### config.mk
export PLATFORM = sky130hd
export DESIGN_NAME = radix4_divider
export DESIGN_NICKNAME = d
export VERILOG_FILES = /design/src/rtl/rdiv_pkg.sv /design/src/rtl/rdiv_prep.sv /design/src/rtl/rdiv_step.sv /design/src/rtl/rdiv_fix.sv /design/src/rtl/radix4_divider.sv
export SDC_FILE = /design/constraint.sdc
export NUM_CORES = 1
export LEC_CHECK = 0
export BUFFER_PORTS_ARGS = -buffer_cell sky130_fd_sc_hd__buf_2
export CAP_MARGIN = 20
export CORE_ASPECT_RATIO = 2
export CORE_MARGIN = 5
export CORE_UTILIZATION = 25
export CTS_CLUSTER_DIAMETER = 50
export DETAILED_ROUTE_END_ITERATION = 6
export PLACE_DENSITY = 0.45
export SYNTH_ARGS = -nofsm -noshare
export SYNTH_HDL_FRONTEND = slang
export SYNTH_SLANG_ARGS = --single-unit
### constraint.sdc
create_clock -name clk -period 8.1 [get_ports clk]
set_clock_uncertainty 0.2 [all_clocks]
set_input_delay 1.215 -clock clk [delete_from_list [all_inputs] [get_ports clk]]
set_output_delay 1.215 -clock clk [all_outputs]
set_load 0.05 [all_outputs]
### src/rtl/rdiv_pkg.sv
package rdiv_pkg;
    typedef enum logic [1:0] {
        OP_DIV  = 2'b00,
        OP_DIVU = 2'b01,
        OP_REM  = 2'b10,
        OP_REMU = 2'b11
    } div_op_e;

    typedef enum logic [1:0] {
        ST_IDLE = 2'd0,
        ST_ITER = 2'd1,
        ST_FIX  = 2'd2
    } div_state_e;

    localparam int CHUNKS = 4;
    localparam int MAX_SKIP = CHUNKS - 1;
endpackage

### src/rtl/rdiv_prep.sv
module rdiv_prep #(
    parameter int XLEN = 32
) (
    input  logic            is_signed,
    input  logic [XLEN-1:0] a,
    input  logic [XLEN-1:0] b,
    output logic [XLEN-1:0] mag_b,
    output logic [XLEN-1:0] shifted_a,
    output logic            sign_a,
    output logic            sign_b,
    output logic [1:0]      skip
);
    import rdiv_pkg::*;
    localparam int CHUNK = XLEN / CHUNKS;

    logic [XLEN-1:0]   mag_a;
    logic [CHUNKS-1:0] top_zero;

    assign sign_a = is_signed & a[XLEN-1];
    assign sign_b = is_signed & b[XLEN-1];
    assign mag_a  = sign_a ? (~a + 1'b1) : a;
    assign mag_b  = sign_b ? (~b + 1'b1) : b;

    // top_zero[k]: chunk k counted from the most significant end is empty
    for (genvar k = 0; k < CHUNKS; k++) begin : g_chunk
        assign top_zero[k] = (mag_a[XLEN-1-k*CHUNK -: CHUNK] == '0);
    end

    always_comb begin
        logic run;
        run  = 1'b1;
        skip = '0;
        for (int k = 0; k < MAX_SKIP; k++) begin
            if (run && top_zero[k]) begin
                skip = skip + 2'd1;
            end else begin
                run = 1'b0;
            end
        end
    end

    assign shifted_a = mag_a << (int'(skip) * CHUNK);
endmodule

### src/rtl/rdiv_step.sv
module rdiv_step #(
    parameter int XLEN = 32
) (
    input  logic [XLEN-1:0] rem_i,
    input  logic [XLEN-1:0] dvd_i,
    input  logic [XLEN-1:0] dsr,
    output logic [XLEN-1:0] rem_o,
    output logic [XLEN-1:0] dvd_o
);
    logic [XLEN:0] trial;
    logic [XLEN:0] diff;
    logic          fits;

    assign trial = {rem_i, dvd_i[XLEN-1]};
    assign diff  = trial - {1'b0, dsr};
    assign fits  = (trial >= {1'b0, dsr});
    assign rem_o = fits ? diff[XLEN-1:0] : trial[XLEN-1:0];
    assign dvd_o = {dvd_i[XLEN-2:0], fits};
endmodule

### src/rtl/rdiv_fix.sv
module rdiv_fix #(
    parameter int XLEN = 32
) (
    input  logic [XLEN-1:0] quo,
    input  logic [XLEN-1:0] rem,
    input  logic [XLEN-1:0] orig_a,
    input  logic            neg_q,
    input  logic            neg_r,
    input  logic            want_rem,
    input  logic            div_zero,
    output logic [XLEN-1:0] result
);
    always_comb begin
        if (div_zero) begin
            result = want_rem ? orig_a : '1;
        end else if (want_rem) begin
            result = neg_r ? (~rem + 1'b1) : rem;
        end else begin
            result = neg_q ? (~quo + 1'b1) : quo;
        end
    end
endmodule

### src/rtl/radix4_divider.sv
module radix4_divider #(
    parameter int XLEN = 32
) (
    input  logic            clk,
    input  logic            rst_n,
    input  logic            cmd_valid,
    output logic            cmd_ready,
    input  logic [1:0]      cmd_op,
    input  logic [XLEN-1:0] cmd_a,
    input  logic [XLEN-1:0] cmd_b,
    input  logic            abort,
    output logic            res_valid,
    output logic [XLEN-1:0] res_data
);
    import rdiv_pkg::*;

    localparam int STEPS      = 2;
    localparam int CHUNK      = XLEN / CHUNKS;
    localparam int ITER_CHUNK = CHUNK / STEPS;
    localparam int MAX_ITER   = ITER_CHUNK * CHUNKS;
    localparam int CW         = $clog2(MAX_ITER);

    typedef struct packed {
        div_state_e      state;
        logic [CW-1:0]   cnt;
        logic [XLEN-1:0] rem;
        logic [XLEN-1:0] dvd;
        logic [XLEN-1:0] dsr;
        logic [XLEN-1:0] orig_a;
        logic            neg_q;
        logic            neg_r;
        logic            want_rem;
        logic            div_zero;
        logic [XLEN-1:0] res;
        logic            res_valid;
    } div_regs_t;

    div_regs_t d, q;

    logic [XLEN-1:0] mag_b, shifted_a, fix_out;
    logic            sign_a, sign_b;
    logic [1:0]      skip;
    logic [XLEN-1:0] rem_chain [STEPS+1];
    logic [XLEN-1:0] dvd_chain [STEPS+1];

    rdiv_prep #(.XLEN(XLEN)) u_prep (
        .is_signed (~cmd_op[0]),
        .a         (cmd_a),
        .b         (cmd_b),
        .mag_b     (mag_b),
        .shifted_a (shifted_a),
        .sign_a    (sign_a),
        .sign_b    (sign_b),
        .skip      (skip)
    );

    assign rem_chain[0] = q.rem;
    assign dvd_chain[0] = q.dvd;

    for (genvar g = 0; g < STEPS; g++) begin : g_step
        rdiv_step #(.XLEN(XLEN)) u_step (
            .rem_i (rem_chain[g]),
            .dvd_i (dvd_chain[g]),
            .dsr   (q.dsr),
            .rem_o (rem_chain[g+1]),
            .dvd_o (dvd_chain[g+1])
        );
    end

    rdiv_fix #(.XLEN(XLEN)) u_fix (
        .quo      (q.dvd),
        .rem      (q.rem),
        .orig_a   (q.orig_a),
        .neg_q    (q.neg_q),
        .neg_r    (q.neg_r),
        .want_rem (q.want_rem),
        .div_zero (q.div_zero),
        .result   (fix_out)
    );

    always_comb begin
        d           = q;
        d.res_valid = 1'b0;
        unique case (q.state)
            ST_IDLE: begin
                if (cmd_valid) begin
                    d.rem      = '0;
                    d.dvd      = shifted_a;
                    d.dsr      = mag_b;
                    d.orig_a   = cmd_a;
                    d.neg_q    = sign_a ^ sign_b;
                    d.neg_r    = sign_a;
                    d.want_rem = cmd_op[1];
                    d.div_zero = (cmd_b == '0);
                    d.cnt      = CW'(ITER_CHUNK * (CHUNKS - int'(skip)) - 1);
                    d.state    = (cmd_b == '0) ? ST_FIX : ST_ITER;
                end
            end
            ST_ITER: begin
                if (abort) begin
                    d.state = ST_IDLE;
                end else begin
                    d.rem = rem_chain[STEPS];
                    d.dvd = dvd_chain[STEPS];
                    if (q.cnt == '0) begin
                        d.state = ST_FIX;
                    end else begin
                        d.cnt = q.cnt - 1'b1;
                    end
                end
            end
            ST_FIX: begin
                d.state = ST_IDLE;
                if (!abort) begin
                    d.res       = fix_out;
                    d.res_valid = 1'b1;
                end
            end
            default: d.state = ST_IDLE;
        endcase
    end

    always_ff @(posedge clk or negedge rst_n) begin
        if (!rst_n) begin
            q       <= '0;
            q.state <= ST_IDLE;
        end else begin
            q <= d;
        end
    end

    assign cmd_ready = (q.state == ST_IDLE);
    assign res_valid = q.res_valid;
    assign res_data  = q.res;
endmodule

==> impl_metrics.tcl <==
set metrics [dict create \
    status "finished clean" \
    cts_tree "done" \
    powerDensity_nw_per_um2 523.1 \
    utilization 0.2816 \
    synthDistinctLibCells 86 \
    fin_area_um2 16650 \
    critPathMaxStageDelay_ns 0.67 \
    ys_async_sr_fraction 1.000 \
    tightest_slew_ns 0.9969 \
    ys.warnings.count 0 \
    clk_pin_slew_ns 0.08 \
    track_usage 0.1760 \
    rsz0062_at_grt "no" \
    die_x_um 182.9 \
    fin_nets 2048 \
    cp_num_cells 23 \
    clk_latency_ns 0.47 \
    cts_buffers 17 \
    cts-resized-gates 0 \
    cts.sinks 171 \
    r2r-end "dvd_chain[64]" \
    post-route-drc-count 0 \
    crit_path_top_delay_cell "nor2_1" \
    htree_levels 4 \
    drv_cap 0 \
    wire_per_inst_um 21.51 \
    setup_viol 0 \
    fin_crit_ns 6.914 \
    synth_edf_count 0 \
    cp-start-kind "register" \
    crit_family "compound AO/OA/AOI/OAI gates" \
    path_cells "inv_1 > ha_1 > nand2b_1 > a21oi_1 > o31ai_1 > buf_4 > a211oi_1 > or4_1 > nand2_1 > buf_12 > o21ai_0 > ha_1 > a211oi_1 > nor2_1 > o21a_1 > a21oi_1 > a211oi_1 > o211ai_1 > o211ai_1 > buf_4 > nor2_1 > a2bb2oi_1 > a21oi_1" \
    dp_hpwl_mm 46.79 \
    hold_class "reg2reg" \
    startpoint "q[70]" \
    grt-ovfl-total 0 \
    initial_core_util 0.2528 \
    die_h_um 355.8 \
    slew_viol_final 0 \
    portBuffers 103 \
    r2r_cells 23 \
    setup-tns-final_ns 0 \
    placed_area_um2 16020 \
    ir_drop_mv 0.3231 \
    die-area_um2 65070 \
    drt_first_iter_violations 826 \
    wl_mm 57.84 \
    path_buf_inv 4 \
    syn_avg_cell_area_um2 7.896 \
    gp_congestion 0.9386 \
    grt_pass1_wl_mm 87.80 \
    crit_fanout 52 \
    root_buffer "clkbuf_16" \
    endpoint_kind "register" \
    cts_setup_buffers 0 \
    relSlewSlack 0.3354 \
    synth_area_um2 14950 \
    antenna_found_initial 2 \
    synth_seq_area_share 0.2863 \
    fmax_mhz 144.6 \
    finalHoldViolCount 0 \
    grt_pass1_vias 14460 \
    cp-endpoint "dvd_chain[64]" \
    drtAntennaViolNets 0 \
    p_leak_nw 7.204 \
    clockBufferDepth 2 \
    ff2ff_setup_slack_ns 1.19 \
    cp.required_ns 8.20 \
    core_area_um2 59120 \
    drt_pass1_iterations 5 \
    fin_crit_sh 0.8536 \
    hold_buffers 0 \
    reg2reg_from "q[70]" \
    rows 126 \
    drive_gt1_frac 0.1141 \
    vias 13880 \
    via_per_inst 5.160 \
    grt_max_degree 75 \
    critPathArrivalTime_ns 7.01 \
    yosys_register_bits 171 \
    area_delta_synth_final_pct 11.37 \
    worstSetupPathType "reg2reg" \
    synth_cells 1893 \
    io_pins 104 \
    synthFlopType "dfrtp_1" \
    syn_nets 2034 \
]
## cell usage in the layout (no fill, tap or decap), drive strengths merged, types with 23 or more instances in the layout
cell type / n
a211oi: 23
a21o: 50
a21oi: 122
a221oi: 33
buf: 128
dfrtp: 171
ha: 69
inv: 76
mux2i: 40
nand2: 305
nand3: 31
nor2: 136
nor3: 49
o21ai: 163
o31ai: 43
xnor2: 100
xor2: 69
## cell usage after synthesis (5+ instances only)
cell type / instances / area [um2]
o221ai_1: 6 / 52.55
a31oi_1: 17 / 106.4
or3_1: 16 / 100.1
o22ai_1: 14 / 87.58
inv_1: 67 / 251.5
clkbuf_1: 80 / 300.3
mux2_2: 13 / 146.4
nor4_1: 14 / 87.58
xnor2_1: 100 / 875.8
nand2b_1: 20 / 125.1
or4_1: 10 / 75.07
a221oi_1: 31 / 271.5
buf_1: 9 / 33.78
buf_2: 10 / 50.05
a211oi_1: 22 / 165.2
o21ai_0: 163 / 815.8
o41ai_1: 7 / 61.31
a221o_1: 5 / 50.05
o21a_1: 12 / 90.09
o21bai_1: 8 / 60.06
xor2_1: 69 / 604.3
nand2_1: 304 / 1141
or2_2: 5 / 31.28
a21o_1: 50 / 375.4
and3_1: 13 / 81.33
o211ai_1: 13 / 97.59
nand3b_1: 10 / 75.07
nor2b_1: 13 / 81.33
nor3_1: 48 / 240.2
nor2_1: 135 / 506.7
mux2i_1: 40 / 400.4
nand4_1: 11 / 68.82
a21oi_1: 119 / 595.6
nand3_1: 30 / 150.1
ha_1: 69 / 863.3
o31ai_1: 39 / 292.8
and2_1: 5 / 31.28
buf_4: 33 / 247.7
dfrtp_1: 171 / 4279
## how the worst min path moves through the flow
stage	startpoint	slack [ns]	endpoint	cells past startpoint
after global placement	q[42]	0.26	q[42]	2
after CTS	res_data[6]	0.28	res_data[6]	1
after global routing	res_data[15]	0.29	res_data[15]	1
after floorplan	q[40]	0.25	q[40]	2
after detailed placement	res_data[6]	0.26	res_data[6]	1
final	res_data[15]	0.27	res_data[15]	1
## cell families (layout without fill, tap and decap cells)
family | Yosys count | count (layout) | synth area share
AO/OA/AOI/OAI | 562 | 562 | 0.2453
buffers and inverters | 201 | 228 | 0.06086
other | 0 | 1 | 0
XOR/XNOR | 169 | 169 | 0.09903
multiplexers | 53 | 53 | 0.03658
adder cells (fa/ha/maj) | 71 | 71 | 0.06044
AND/OR/NAND/NOR | 666 | 666 | 0.2115
flip-flops | 171 | 171 | 0.2863
## per-layer routing
| metal | up-vias | global-route usage | part of all wire |
|---|---|---|---|
| met2 | 322 | 0.3447 | 0.55 |
| met3 | 110 | 0.02053 | 0.031 |
| met5 | - | 0 | 0.00026 |
| li1 | 6791 | - | - |
| met4 | 2 | 0.09633 | 0.057 |
| met1 | 6651 | 0.1768 | 0.36 |
## where the power goes
part / internal (W) / total [W] / switching [W]
clock: 0.000455 / 0.000880 / 0.000425
sequential: 0.00123 / 0.00161 / 0.000381
combinational: 0.00231 / 0.00622 / 0.00391
total: 0.00400 / 0.00871 / 0.00471
## sequential cells by signal, indices dropped and copies added, names as in the netlist
signal     count
dvd_chain     32
res_valid      1
q            106
res_data      32
## area by class of cell
type                    count  area (um2)
inverters                  67       251.5
repair buffers            129       772.0
clock buffers              19       452.9
flip-flops and latches    171        4280
multi-input cells        1521        9782
fillers                  6486       42470
well taps                 768       960.9
diodes                      1       2.502
clock inverters            13       143.9
## worst reg2reg max path, cell delays in order (launching register included)
cell and delay (ns):
dfrtp_1 0.46, inv_1 0.16, ha_1 0.32, nand2b_1 0.08, a21oi_1 0.23, o31ai_1 0.10, buf_4 0.16, a211oi_1 0.59
or4_1 0.23, nand2_1 0.20, buf_12 0.25, o21ai_0 0.30, ha_1 0.33, a211oi_1 0.48, nor2_1 0.23, o21a_1 0.25
a21oi_1 0.42, a211oi_1 0.24, o211ai_1 0.22, o211ai_1 0.14, buf_4 0.21, nor2_1 0.67, a2bb2oi_1 0.21, a21oi_1 0.07
## metrics by stage
| stage | hold WS (ns) | setup slack, ns | power [W] | std cells |
|---|---|---|---|---|
| after CTS | 0.2815 | 1.046 | 0.008769 | 2687 |
| final | 0.2735 | 1.186 | 0.008708 | 2689 |
| after floorplan | 0.2454 | 2.375 | 0.006118 | 1893 |
| after detailed placement | 0.2624 | 1.059 | 0.007841 | 2655 |
| after global routing | 0.2919 | 0.6487 | 0.009451 | 2688 |
| after global placement | 0.2569 | 1.129 | 0.007832 | 2654 |
Note: power is estimated with default switching activity, not from simulation.
